===== config.mk =====
export PLATFORM = sky130hd
export DESIGN_NAME = spdif_rx_tracker
export DESIGN_NICKNAME = d
export VERILOG_FILES = /design/src/rtl/spdif_rx_tracker.sv
export SDC_FILE = /design/constraint.sdc
export NUM_CORES = 1
export LEC_CHECK = 0
export CORE_UTILIZATION = 25
export CTS_BUF_LIST = sky130_fd_sc_hd__clkbuf_4 sky130_fd_sc_hd__clkbuf_8
export CTS_CLUSTER_SIZE = 40
export DETAILED_ROUTE_END_ITERATION = 8
export PLACE_DENSITY = 0.42
export SETUP_SLACK_MARGIN = 0.02
export SLEW_MARGIN = 20
export SYNTH_ARGS = -nofsm -noshare
export SYNTH_HDL_FRONTEND = slang
export SYNTH_SLANG_ARGS = --single-unit
export TNS_END_PERCENT = 100

===== constraint.sdc =====
create_clock -name clk -period 5.1 [get_ports clk]
set_input_delay 1.02 -clock clk [delete_from_list [all_inputs] [get_ports clk]]
set_output_delay 1.02 -clock clk [all_outputs]
set_load 0.03 [all_outputs]

===== src/rtl/spdif_rx_tracker.sv =====
module spdif_rx_tracker #(
  parameter int HALF  = 4,
  parameter int DEPTH = 4,
  parameter int LW    = $clog2(DEPTH + 1)
) (
  input  logic           clk,
  input  logic           rst_n,
  input  logic           line_in,
  input  logic           rx_en,
  input  logic           cap_left,
  input  logic [1:0]     mode,
  input  logic           pop,
  output logic           q_valid,
  output logic [23:0]    q_data,
  output logic           q_right,
  output logic [LW-1:0]  q_level,
  output logic           busy,
  output logic [3:0]     flags,
  input  logic [3:0]     clr,
  input  logic [3:0]     ie,
  output logic           irq,
  output logic [191:0]   cs_bits
);
  localparam int IDLE = 8 * HALF;
  localparam int CW   = $clog2(IDLE + 1);
  localparam int RW   = CW + 1;
  localparam int AW   = (DEPTH > 1) ? $clog2(DEPTH) : 1;
  localparam logic [RW-1:0] TS = RW'((3 * HALF) / 2);
  localparam logic [RW-1:0] TM = RW'((5 * HALF) / 2);
  localparam logic [RW-1:0] TL = RW'((7 * HALF) / 2);
  localparam logic [1:0] K_S = 2'd0, K_M = 2'd1, K_L = 2'd2, K_X = 2'd3;
  localparam logic [1:0] P_B = 2'd0, P_M = 2'd1, P_W = 2'd2;

  typedef enum logic [1:0] {HUNT, PRE, DATA} st_t;

  logic [2:0]    sy;
  logic [CW-1:0] cnt;
  logic          edge_i, went_idle;
  logic [RW-1:0] len;
  logic [1:0]    kind;

  assign edge_i    = sy[2] ^ sy[1];
  assign went_idle = !edge_i && (cnt == CW'(IDLE - 1));
  assign len       = {1'b0, cnt} + RW'(1);
  assign kind      = (len < TS) ? K_S : (len < TM) ? K_M : (len < TL) ? K_L : K_X;

  always_ff @(posedge clk or negedge rst_n)
    if (!rst_n) begin
      sy  <= '0;
      cnt <= CW'(IDLE);
    end else begin
      sy <= {sy[1:0], line_in};
      if (edge_i) cnt <= '0;
      else if (cnt != CW'(IDLE)) cnt <= cnt + CW'(1);
    end

  st_t         st, st_n;
  logic [1:0]  pcnt, pcnt_n, pk, pk_n;
  logic [3:0]  pat, pat_n;
  logic [4:0]  bitn, bitn_n;
  logic        halfb, halfb_n;
  logic [27:0] sr, sr_n;
  logic        pre_ok, viol, sf_done, bit_v, bit_done;

  always_comb begin
    st_n = st; pcnt_n = pcnt; pat_n = pat; bitn_n = bitn;
    halfb_n = halfb; sr_n = sr; pk_n = pk;
    pre_ok = 1'b0; viol = 1'b0; sf_done = 1'b0; bit_v = 1'b0; bit_done = 1'b0;
    if (went_idle) st_n = HUNT;
    else if (edge_i) begin
      case (st)
        HUNT: if (kind == K_L) begin st_n = PRE; pcnt_n = 2'd1; end
        PRE: begin
          if (pcnt != 2'd3) begin
            pat_n  = {pat[1:0], kind};
            pcnt_n = pcnt + 2'd1;
            if (kind == K_X) begin viol = 1'b1; st_n = HUNT; end
          end else begin
            st_n = DATA; bitn_n = '0; halfb_n = 1'b0; pre_ok = 1'b1;
            case ({pat, kind})
              {K_S, K_S, K_L}: pk_n = P_B;
              {K_L, K_S, K_S}: pk_n = P_M;
              {K_M, K_S, K_M}: pk_n = P_W;
              default: begin pre_ok = 1'b0; viol = 1'b1; st_n = HUNT; end
            endcase
          end
        end
        DATA: begin
          if (bitn == 5'd28) begin
            if (kind == K_L) begin st_n = PRE; pcnt_n = 2'd1; end
            else begin viol = 1'b1; st_n = HUNT; end
          end else if (kind == K_S && !halfb) halfb_n = 1'b1;
          else if (kind == K_S || (kind == K_M && !halfb)) begin
            bit_done = 1'b1;
            bit_v    = (kind == K_S);
          end else begin viol = 1'b1; st_n = HUNT; end
        end
        default: st_n = HUNT;
      endcase
    end
    if (bit_done) begin
      sr_n    = {bit_v, sr[27:1]};
      halfb_n = 1'b0;
      bitn_n  = bitn + 5'd1;
      sf_done = (bitn == 5'd27);
    end
  end

  always_ff @(posedge clk or negedge rst_n)
    if (!rst_n) begin
      st <= HUNT; pcnt <= '0; pat <= '0; bitn <= '0;
      halfb <= 1'b0; sr <= '0; pk <= P_M;
    end else begin
      st <= st_n; pcnt <= pcnt_n; pat <= pat_n; bitn <= bitn_n;
      halfb <= halfb_n; sr <= sr_n; pk <= pk_n;
    end

  logic [23:0] aud, smp;
  logic        right;
  assign aud   = sr_n[23:0];
  assign right = (pk == P_W);
  always_comb
    case (mode)
      2'd0:    smp = {8'd0, aud[23:8]};
      2'd1:    smp = {4'd0, aud[23:4]};
      default: smp = aud;
    endcase

  logic          armed, blk_on, wr_req, wr_ok, pop_ok, full;
  logic [7:0]    fidx;
  logic [191:0]  cs;
  logic [3:0]    set;
  logic [AW-1:0] wp, rp;
  logic [24:0]   mem [DEPTH];

  assign full   = (q_level == LW'(DEPTH));
  assign pop_ok = pop && q_valid;
  assign wr_req = busy && sf_done && (armed || right == !cap_left);
  assign wr_ok  = wr_req && (!full || pop_ok);
  assign set[0] = rx_en && viol;
  assign set[1] = rx_en && pre_ok && (pk_n == P_B);
  assign set[2] = busy && sf_done && !right && blk_on && (fidx == 8'd191);
  assign set[3] = wr_req && !wr_ok;

  always_ff @(posedge clk or negedge rst_n)
    if (!rst_n) begin
      busy <= 1'b0; armed <= 1'b0; blk_on <= 1'b0; fidx <= '0;
      cs <= '0; flags <= '0; wp <= '0; rp <= '0; q_level <= '0;
    end else begin
      if (went_idle) busy <= 1'b0;
      else if (pre_ok && rx_en && !busy) begin busy <= 1'b1; armed <= 1'b0; end
      else if (busy && sf_done && right && !rx_en) busy <= 1'b0;
      if (wr_req) armed <= 1'b1;

      if (pre_ok && pk_n == P_B) begin fidx <= '0; blk_on <= 1'b1; end
      else if (sf_done && !right && blk_on) begin
        if (busy) cs[fidx] <= sr_n[26];
        if (fidx == 8'd191) blk_on <= 1'b0;
        fidx <= fidx + 8'd1;
      end

      flags <= (flags & ~clr) | set;

      if (wr_ok) wp <= (wp == AW'(DEPTH - 1)) ? '0 : wp + AW'(1);
      if (pop_ok) rp <= (rp == AW'(DEPTH - 1)) ? '0 : rp + AW'(1);
      if (wr_ok && !pop_ok) q_level <= q_level + LW'(1);
      else if (pop_ok && !wr_ok) q_level <= q_level - LW'(1);
    end

  always_ff @(posedge clk)
    if (wr_ok) mem[wp] <= {right, smp};

  assign q_valid = (q_level != '0);
  assign q_data  = mem[rp][23:0];
  assign q_right = mem[rp][24];
  assign irq     = |(flags & ie);
  assign cs_bits = cs;
endmodule


==> results.tsv, run 1 <==
stage	metric	value	unit
status	status	completed	
synthesis	yosys warns	0	
drt	Pre-antenna DRT Iters	5	
power_and_ir_drop	Leak	8.73	nW
worst_setup_path	worst setup path category	register to output pin	
cts	Clock Latency Late Sink	0.65	ns
finish	fin util	32.7	%
floorplanning	die footprint	67600	sq um
floorplanning	Die Y	260	um
global_route	gr ovfl total	0	
placement	Setup Slack @ Placement	1.42	ns
timing	Hold Worst Slack	0.348	ns
cts	H-tree depth	3	
finish	Finished Layout Cells	2494	
finish	NumNets Final	1613	
worst_setup_path	required time worst endpoint	4.08	ns
placement	Post-DP HPWL	32400	um
global_route	largest net degree at the start of global routing	180	
timing	crit share post-route	74.0	%
worst_setup_path	Worst setup SP type	register	
synthesis	area share of the largest cell type after synthesis	39.8	%
synthesis	largest area contributor in the netlist	dfrtp_1	
global_route	met2 usage	23.0	%
synthesis	fraction of registers with async set/reset	72.8	%
floorplanning	Rows	94	
synthesis	Synth Flop Type	dfrtp_1	
cts	hold_buf cts	0	
finish	share of cells above drive strength 1	25.5	%
drt	DRC Markers	0	
drt	Via Count	11600	
placement	port buffer count	242	
global_route	antenna violations before repair	0	
timing	Max Freq	265	MHz
floorplanning	CORE AREA	65900	sq um
cts	CTS Buf Count	73	
synthesis	Mean Syn Cell Area	12.6	sq um
synthesis	top-count cell post-synth	dfrtp_1	
cts	deepest clock path buffer count	3	
floorplanning	Starting Density	25.3	%
min_path	Min-Delay Path Class	register to register	
placement	DP Cell Count	2366	
synthesis	Netlist cell types	65	
timing	final hold vios	0	
power_and_ir_drop	total design power	6.49	mW
drt	Iter 0 DRT Violations	606	
global_route	vias in the first global route	12100	
timing	skew final	0.0370	ns
timing	relative slew slack	28.2	%
timing	setup ws final	1.33	ns
synthesis	Post-synth EDFFs	100	
synthesis	most frequent cells after synthesis	dfrtp_1, mux2_2, nor3_1	
timing	Worst Tran Pin Value	1.08	ns
synthesis	Synth Cell Area	16700	sq um
floorplanning	I/O pin total	243	
synthesis	Seq/Total Area, Yosys	58.2	%
cts	post-CTS setup buffer count	0	
synthesis	Seq cells post-synth	367	
finish	Area Growth Syn to Fin	29.3	%
cts	CTS tree	built	
cts	# resized after CTS	0	
drt	Wirelength per Cell	20.7	um
timing	Period minus WS final	3.77	ns
global_route	GR Util met3	6.19	%
global_route	first-pass GRT wire length	78500	um
drt	vias per cell	4.63	
synthesis	Synth area leaders	dfrtp_1, edfxtp_1, mux2_2, nor3_1, mux4_2	
synthesis	Syn Inst Count	1326	
worst_setup_path	Worst Path Arrival	2.75	ns
drt	Post-Route WL	51700	um
timing	total negative setup slack	0	ns
placement	GPL Wtd Cong	0.786	
power_and_ir_drop	Worst IR Drop VDD	0.000136	V
finish	post-route cell area	21500	sq um
cts	clk root buf	clkbuf_8	
finish	# diodes	0	
cts	Reg clk slew, reported paths	0.06	ns
global_route	grt met1 use	20.0	%
synthesis	Mapped Nets	1362	
flow_run	Max-cap violations	0	
cts	TritonCTS Sinks	367	
global_route	GR peak layer	met2	
timing	endpoints failing setup	0	
power_and_ir_drop	P per Cell Area	301	nW/um^2
timing	final slew viol count	0	
global_route	gr usage total	15.3	%
placement	placed cell areas	20000	sq um
timing	RSZ-0062 raised after global routing	no	
floorplanning	die width	260	um
worst_setup_path	CP Max Fanout	17	
drt	Post-DRT Antenna Nets	0	
worst_setup_path	CP Capture Type	output pin	
finish	Fillers	6639	
-- layout make-up --
type                       instances  area, sq um  area share [%]
clock buffer                     113         1360            6.32
clock inverter                    15          119           0.552
inverter                          27          101           0.471
multi-input combinational        839         6520            30.3
sequential                       367         9690            45.0
tap                              864         1080            5.02
timing repair buffer             269         2660            12.3
-- layout by cell type, fill, tap and decap left out, types with 4 or more instances in the layout --
cell / synthesis / routed
a211oi_1: 16 / 16
clkdlybuf4s50_1: 0 / 241
a21oi_1: 19 / 18
clkinv_1: 1 / 6
clkbuf_8: 0 / 82
nor2b_1: 23 / 23
mux2i_1: 9 / 9
o22a_1: 13 / 13
mux4_2: 25 / 25
o221a_2: 6 / 6
nand3_1: 55 / 55
inv_1: 25 / 25
o31ai_1: 4 / 4
nor3_1: 137 / 137
clkbuf_4: 0 / 31
nor2_1: 105 / 104
and2_2: 0 / 4
edfxtp_1: 100 / 100
o22ai_1: 4 / 4
clkinvlp_4: 0 / 4
nor4_1: 4 / 4
o21ai_0: 15 / 15
a21o_1: 4 / 4
xnor2_1: 7 / 7
nand4_1: 7 / 7
or3_1: 6 / 6
a31oi_1: 6 / 6
xor2_1: 5 / 5
dfrtp_1: 265 / 264
buf_4: 0 / 25
mux2_2: 211 / 211
mux2_1: 10 / 10
nand2_1: 64 / 63
and3_1: 10 / 10
ha_1: 19 / 19
-- worst max-delay path, cell delays in order, from the launching register on --
cell and delay, ns:
dfrtp_1 0.71, buf_4 0.39, mux4_2 0.40, clkdlybuf4s50_1 0.62
-- layer usage --
layer | up-vias | wire, um | share of wire, %
met2 | 327 | 23100 | 45
met5 | - | 0 | 0
met4 | 0 | 1200 | 2.3
met1 | 5775 | 22900 | 44
met3 | 79 | 4550 | 8.8
li1 | 5377 | - | -
-- final timing paths --
check	from	to	slack [ns]	cells past startpoint
worst max-delay path	rp[1]	q_data[10]	1.33	3
worst min-delay path	sy[0]	sy[1]	0.35	0
worst max register to register	cnt[0]	q_level[2]	1.42	13
worst min register to register	sy[0]	sy[1]	0.35	0
max in group asynchronous	rst_n	cs_bits[45]	3.46	2
min in group asynchronous	rst_n	cs_bits[140]	0.45	1
-- registers in the layout (all words and copies together) (netlist names) --
name,flops
pk,2
wp,2
pcnt,2
mem,100
cs_bits,192
sy,3
sr,28
halfb,1
st,2
rp,2
bitn,5
fidx,8
armed,1
pat,4
cnt,6
blk_on,1
flags,4
busy,1
q_level,3
-- kinds of logic after synthesis --
| group | share of synthesized area, % |
|---|---|
| simple gates | 12.6 |
| flops | 58.2 |
| mux | 18.9 |
| buf+inv | 2.93 |
| compound gates | 5.23 |
| fa+ha+maj | 1.55 |
| xor+xnor | 0.631 |
-- power breakdown --
part           switching [mW]  total [mW]  internal [mW]
Sequential             0.0359        3.08           3.05
Clock                    1.33        3.08           1.75
Combinational           0.224       0.330          0.106
Note: power is estimated with default switching activity, not from simulation.
==> run 2: changes to the inputs <==
--- a/config.mk
+++ b/config.mk
@@ -9,7 +9,7 @@
 export CTS_BUF_LIST = sky130_fd_sc_hd__clkbuf_4 sky130_fd_sc_hd__clkbuf_8
 export CTS_CLUSTER_SIZE = 40
 export DETAILED_ROUTE_END_ITERATION = 8
-export PLACE_DENSITY = 0.42
+export PLACE_DENSITY = 0.43
 export SETUP_SLACK_MARGIN = 0.02
 export SLEW_MARGIN = 20
 export SYNTH_ARGS = -nofsm -noshare
==> constraint.sdc (replaced) <==
create_clock -name clk -period 3.3 [get_ports clk]
set_input_delay 0.66 -clock clk [delete_from_list [all_inputs] [get_ports clk]]
set_output_delay 0.66 -clock clk [all_outputs]
set_load 0.03 [all_outputs]
==> run 2 against run 1 <==
Register-to-register slack lost 1.2 ns. Global-route usage fell by 0.20 points. Die area unchanged. Flip-flop and latch count stayed put. Combinational power up 69%. Cell count rose by 1.5%. Count of clock-buffer cells in the layout down 4. Routed wire length shrank 1.4%. Non-clock buffer count rose by 32. Design area is 1.8% higher. Clock power increased by 53%. Sequential power up 55%. Critical endpoint is now q_data[15].
==> results.tsv, run 2 (synthesized netlist as in run 1, its figures left out) <==
stage	metric	value	unit	change
timing	RSZ-0062 raised after global routing	no		unchanged
finish	commonest cells after routing, fill and taps aside	dfrtp_1, clkdlybuf4s50_1, mux2_2, nor3_1, nor2_1		unchanged
worst_setup_path	Worst setup SP type	register		unchanged
floorplanning	die footprint	67600	sq um	unchanged
floorplanning	die width	260	um	unchanged
floorplanning	Starting Density	25.3	%	unchanged
finish	Area Growth Syn to Fin	31.6	%	was 29.3%
status	status	completed		unchanged
placement	Post-DP HPWL	33100	um	was 32400 um
worst_setup_path	CP delay by family, top	buffers and inverters		unchanged
timing	crit share post-route	95.0	%	
power_and_ir_drop	combinational power share	5.6	%	was 5.1%
power_and_ir_drop	Power Internal	7.56	mW	was 4.90 mW
cts	TritonCTS Sinks	367		unchanged
global_route	antenna violations before repair	1		was 0
timing	Max Freq	319	MHz	
power_and_ir_drop	Sequential Power Share	47.5	%	about the same
placement	GPL Wtd Cong	0.768		was 0.786
worst_setup_path	worst path bufs/invs	2		unchanged
power_and_ir_drop	Worst IR Drop VDD	0.000229	V	was 0.000136 V
power_and_ir_drop	Net Sw Frac	24.5	%	about the same
drt	Post-Route WL	51000	um	was 51700 um
worst_setup_path	required time worst endpoint	2.64	ns	was 4.08 ns
flow_run	Max-cap violations	0		unchanged
timing	endpoints failing setup	0		unchanged
timing	setup ws final	0.164	ns	was 1.33 ns
floorplanning	I/O pin total	243		unchanged
min_path	Min-Delay Path Class	register to register		unchanged
timing	skew final	0.0404	ns	was 0.0370 ns
cts	post-CTS setup buffer count	0		unchanged
placement	placed cell areas	20400	sq um	was 20000 sq um
cts	CTS tree	built		unchanged
floorplanning	Rows	94		unchanged
global_route	gr ovfl total	0		unchanged
drt	Pre-antenna DRT Iters	4		was 5
finish	post-route cell area	21900	sq um	was 21500 sq um
cts	Clock Latency Late Sink	0.64	ns	was 0.65 ns
power_and_ir_drop	Leak	8.96	nW	was 8.73 nW
worst_setup_path	CP Max Fanout	28		was 17
floorplanning	CORE AREA	65900	sq um	unchanged
placement	DP Cell Count	2397		was 2366
global_route	largest net degree at the start of global routing	139		was 180
timing	Period minus WS final	3.14	ns	
worst_setup_path	CP Capture Type	output pin		unchanged
floorplanning	Die Y	260	um	unchanged
cts	deepest clock path buffer count	3		unchanged
cts	Reg clk slew, reported paths	0.05	ns	was 0.06 ns
worst_setup_path	Worst Path Arrival	2.48	ns	was 2.75 ns
power_and_ir_drop	Psw	2.46	mW	was 1.59 mW
placement	port buffer count	242		unchanged
placement	Setup Slack @ Placement	0.135	ns	was 1.42 ns
drt	Wirelength per Cell	20.2	um	was 20.7 um
power_and_ir_drop	P per Cell Area	457	nW/um^2	was 301 nW/um^2
cts	CTS Buf Count	72		was 73
finish	NumNets Final	1644		was 1613
global_route	first-pass GRT wire length	78000	um	was 78500 um
cts	H-tree depth	3		unchanged
worst_setup_path	slowest stage delay, CP	0.63	ns	was 0.71 ns
drt	vias per cell	4.63		about the same
global_route	gr usage total	15.1	%	was 15.3%
timing	Worst Tran Pin Value	0.735	ns	was 1.08 ns
worst_setup_path	Max stage delay cell, worst path	clkdlybuf4s50_1		was dfrtp_1
worst_setup_path	critical-path cell list	buf_12 -> mux4_2 -> clkdlybuf4s50_1		was buf_4 -> mux4_2 -> clkdlybuf4s50_1
timing	total negative setup slack	0	ns	unchanged
finish	share of cells above drive strength 1	27.0	%	was 25.5%
drt	Iter 0 DRT Violations	581		was 606
timing	relative slew slack	50.7	%	was 28.2%
finish	max reg flops	192		unchanged
drt	Post-DRT Antenna Nets	0		unchanged
finish	Finished Layout Cells	2531		was 2494
power_and_ir_drop	clock share of power	46.9	%	was 47.4%
global_route	vias in the first global route	12200		was 12100
finish	commonest non-fill, non-tap cell in the layout	dfrtp_1		unchanged
drt	Via Count	11700		was 11600
worst_setup_path	worst setup path category	register to output pin		unchanged
drt	DRC Markers	0		unchanged
timing	final slew viol count	0		unchanged
timing	final hold vios	0		unchanged
cts	clk root buf	clkbuf_8		unchanged
==> run 2: changes by cell type in the layout (fill, tap and decap cells not counted), moves of 4 or more <==
cell,before,now
and2_1,3,7
and2_2,4,0
buf_12,2,15
buf_4,25,49
clkdlybuf4s50_1,241,235
clkinv_1,6,12
==> run 2: cell type report <==
class | instances | area [sq um]
Antenna cell | 1 | 2.50
Tap cell | 864 | 1080
Inverter | 27 | 101
Multi-Input combinational cell | 839 | 6520
Fill cell | 6619 | 43900
Clock buffer | 109 | 1330
Sequential cell | 367 | 9690
Clock inverter | 23 | 151
Timing Repair Buffer | 301 | 3050
==> run 2: worst paths after layout <==
check	slack, ns	depth (start not counted)	start	to
min	0.35	0	sy[0]	sy[1]
min in group asynchronous	0.56	2	rst_n	cs_bits[29]
max reg2reg	0.22	10	cnt[0]	cs_bits[63]
max	0.16	3	rp[0]	q_data[15]
max in group asynchronous	1.79	4	rst_n	cs_bits[101]
min reg2reg	0.35	0	sy[0]	sy[1]
==> run 2: power by group through the flow <==
stage               combinational (mW)  sequential [mW]  clock, mW
floorplan                        0.316             4.83          0
detailed placement               0.555             4.85          0
finish                           0.557             4.76       4.70
global route                     0.627             4.77       5.11
global placement                 0.551             4.84          0
CTS                              0.561             4.76       4.90
==> run 2: worst register-to-register path, cell delays in order (launching register included) <==
cell	delay [ns]
dfrtp_2	0.44
ha_2	0.23
xor2_1	0.20
or4_4	0.47
a21oi_4	0.20
o21ai_4	0.10
buf_4	0.18
buf_12	0.18
buf_4	0.41
nor3_1	0.20
mux2_2	0.36
==> run 2: metrics by stage <==
step	hold slack (ns)	utilization (%)	total power, mW
6_report	0.354	33.3	10.0
5_1_grt	0.369	33.3	10.5
4_1_cts	0.357	33.2	10.2
3_5_place_dp	0.345	31.0	5.40
3_3_place_gp	0.346	31.0	5.39
2_1_floorplan	0.331	-	5.14
==> run 2: what timing repair did <==
| action | in CTS | in global routing |
|---|---|---|
| hold buffers | 1 | 0 |
| hold endpoints to repair | 28 | 0 |
| gates resized for setup | 0 | 7 |
| endpoints found under the setup margin | 0 | 30 |
==> run 2: layer usage <==
| metal | vias up | share of wire, % | track usage, % |
|---|---|---|---|
| li1 | 5426 | - | - |
| met1 | 5910 | 44 | 19.3 |
| met2 | 294 | 45 | 23.3 |
| met3 | 84 | 8.4 | 6.00 |
| met4 | 0 | 2.2 | 4.71 |
| met5 | - | 0 | 0 |
==> run 3: changes to the inputs <==
--- a/config.mk
+++ b/config.mk
@@ -5,12 +5,12 @@
 export SDC_FILE = /design/constraint.sdc
 export NUM_CORES = 1
 export LEC_CHECK = 0
+export ABC_CLOCK_PERIOD_IN_PS = 3300
 export CORE_UTILIZATION = 25
 export CTS_BUF_LIST = sky130_fd_sc_hd__clkbuf_4 sky130_fd_sc_hd__clkbuf_8
 export CTS_CLUSTER_SIZE = 40
 export DETAILED_ROUTE_END_ITERATION = 8
 export PLACE_DENSITY = 0.43
-export SETUP_SLACK_MARGIN = 0.02
 export SLEW_MARGIN = 20
 export SYNTH_ARGS = -nofsm -noshare
 export SYNTH_HDL_FRONTEND = slang
==> run 3 against run 2 <==
Clock power barely moved. Cell count barely moved. Clock skew fell by 0.012 ns. Design area fell by 0.39%. Critical path type unchanged. Flip-flop and latch count did not move. Global-route usage rose by 0.39 points. Hold slack got worse by 0.0066 ns. Highest routed layer unchanged. Total power barely moved. Via count rose by 1.2%.
==> results.tsv, run 3 (synthesized netlist as in run 1, its figures left out) <==
stage	metric	value	unit	change
power_and_ir_drop	Sequential Power Share	47.5	%	about the same
floorplanning	Die Y	260	um	unchanged
worst_setup_path	Worst setup SP type	register		unchanged
global_route	antenna violations before repair	3		was 1
floorplanning	Rows	94		unchanged
floorplanning	CORE AREA	65900	sq um	unchanged
finish	register cell area after layout	9690	sq um	unchanged
finish	Fillers	6607		was 6619
power_and_ir_drop	combinational power share	5.5	%	was 5.6%
power_and_ir_drop	P per Cell Area	459	nW/um^2	was 457 nW/um^2
timing	Max Freq	317	MHz	was 319 MHz
cts	H-tree depth	3		unchanged
worst_setup_path	worst path bufs/invs	2		unchanged
drt	DRC Markers	0		unchanged
cts	clk root buf	clkbuf_8		unchanged
placement	Post-DP HPWL	33500	um	was 33100 um
floorplanning	die footprint	67600	sq um	unchanged
status	status	completed		unchanged
finish	share of cells above drive strength 1	26.9	%	was 27.0%
floorplanning	I/O pin total	243		unchanged
power_and_ir_drop	Net Sw Frac	24.7	%	was 24.5%
timing	final hold vios	0		unchanged
cts	Clock Latency Late Sink	0.65	ns	was 0.64 ns
timing	skew final	0.0287	ns	was 0.0404 ns
power_and_ir_drop	clock share of power	47.0	%	was 46.9%
power_and_ir_drop	Power Internal	7.55	mW	was 7.56 mW
global_route	first-pass GRT wire length	79400	um	was 78000 um
floorplanning	die width	260	um	unchanged
cts	TritonCTS Sinks	367		unchanged
cts	CTS tree	built		unchanged
global_route	vias in the first global route	12400		was 12200
finish	Area Growth Syn to Fin	31.1	%	was 31.6%
power_and_ir_drop	Leak	8.95	nW	was 8.96 nW
cts	deepest clock path buffer count	3		unchanged
power_and_ir_drop	total design power	10.0	mW	about the same
cts	CTS Buf Count	72		unchanged
timing	endpoints failing setup	0		unchanged
finish	max reg flops	192		unchanged
drt	Wirelength per Cell	20.6	um	was 20.2 um
finish	Multi-input gate area	6500	sq um	was 6520 sq um
timing	crit share post-route	95.7	%	was 95.0%
floorplanning	Starting Density	25.3	%	unchanged
worst_setup_path	Worst Path Arrival	2.50	ns	was 2.48 ns
finish	commonest non-fill, non-tap cell in the layout	dfrtp_1		unchanged
global_route	gr usage total	15.5	%	was 15.1%
finish	NumNets Final	1648		was 1644
global_route	largest net degree at the start of global routing	132		was 139
worst_setup_path	CP delay by family, top	buffers and inverters		unchanged
worst_setup_path	critical-path cell list	buf_4 -> mux4_2 -> clkdlybuf4s50_1		was buf_12 -> mux4_2 -> clkdlybuf4s50_1
drt	vias per cell	4.69		was 4.63
placement	Setup Slack @ Placement	0.131	ns	was 0.135 ns
cts	Reg clk slew, reported paths	0.06	ns	was 0.05 ns
timing	Period minus WS final	3.16	ns	was 3.14 ns
drt	Iter 0 DRT Violations	555		was 581
min_path	Min-Delay Path Class	register to register		unchanged
placement	port buffer count	242		unchanged
global_route	gr ovfl total	0		unchanged
timing	RSZ-0062 raised after global routing	no		unchanged
worst_setup_path	CP Capture Type	output pin		unchanged
timing	relative slew slack	45.2	%	was 50.7%
placement	GPL Wtd Cong	0.814		was 0.768
placement	DP Cell Count	2401		was 2397
flow_run	Max-cap violations	0		unchanged
power_and_ir_drop	Psw	2.48	mW	was 2.46 mW
finish	commonest cells after routing, fill and taps aside	dfrtp_1, clkdlybuf4s50_1, mux2_2, nor3_1, nor2_1		unchanged
timing	Worst Tran Pin Value	0.801	ns	was 0.735 ns
worst_setup_path	required time worst endpoint	2.64	ns	about the same
timing	setup ws final	0.141	ns	was 0.164 ns
timing	total negative setup slack	0	ns	unchanged
worst_setup_path	slowest stage delay, CP	0.62	ns	was 0.63 ns
finish	Finished Layout Cells	2529		was 2531
timing	final slew viol count	0		unchanged
drt	Post-Route WL	52100	um	was 51000 um
worst_setup_path	worst setup path category	register to output pin		unchanged
worst_setup_path	CP Max Fanout	7		was 28
drt	Post-DRT Antenna Nets	0		unchanged
drt	Via Count	11900		was 11700
worst_setup_path	Max stage delay cell, worst path	clkdlybuf4s50_1		unchanged
power_and_ir_drop	Worst IR Drop VDD	0.000253	V	was 0.000229 V
drt	Pre-antenna DRT Iters	4		unchanged
==> run 3: cell type report <==
type                            count  area share (%)
Antenna cell                        2          0.0229
Clock buffer                      104            6.04
Clock inverter                     21           0.659
Inverter                           27           0.464
Multi-Input combinational cell    839            29.8
Sequential cell                   367            44.4
Tap cell                          864            4.95
Timing Repair Buffer              305            13.7
==> run 3: power groups by stage <==
stage	registers, mW	clock network (mW)	logic, mW
finish	4.76	4.71	0.547
global route	4.77	5.12	0.606
CTS	4.76	4.92	0.551
detailed placement	4.84	0	0.546
global placement	4.84	0	0.542
floorplan	4.83	0	0.310
==> run 3: worst paths after layout <==
path	start	to	slack [ns]	depth (start not counted)
setup / recovery	rp[0]	q_data[15]	0.14	3
hold / removal	sy[0]	sy[1]	0.35	0
setup reg to reg	cnt[0]	q_level[2]	0.18	12
hold reg to reg	sy[0]	sy[1]	0.35	0
max in group asynchronous	rst_n	pk[0]	1.78	3
min in group asynchronous	rst_n	cs_bits[126]	0.61	2
==> run 3: per-stage QoR <==
stage / utilization [%] / area, sq um / hold slack [ns]
final: 33.1 / 21800 / 0.347
after global routing: 33.1 / 21800 / 0.367
after CTS: 33.1 / 21800 / 0.350
after detailed placement: 30.9 / 20300 / 0.337
after global placement: 30.9 / 20300 / 0.340
after floorplan: - / 16700 / 0.331
==> run 3: routing by layer <==
layer	up-vias	GRT usage, %	wire length (um)
met1	5974	20.0	23000
li1	5449	-	-
met3	84	6.38	4650
met4	0	4.95	1250
met5	-	0	0
met2	343	23.5	23300
==> run 3: worst reg2reg max path: stages, from the launching register on <==
cell,delay [ns]
dfrtp_2,0.44
ha_2,0.23
xor2_1,0.21
or4_4,0.48
a21oi_4,0.19
o21ai_4,0.09
nor4_4,0.30
ha_2,0.23
inv_1,0.05
fa_1,0.37
xor2_1,0.17
nor2_1,0.12
xor2_1,0.15
==> run 3: what timing repair did <==
action | 4_1_cts | 5_1_grt
hold buffers | 1 | 0
hold endpoints to repair | 4 | 0
resized for setup | 1 | 5
setup endpoints to repair | 17 | 3
setup buffers | 0 | 0
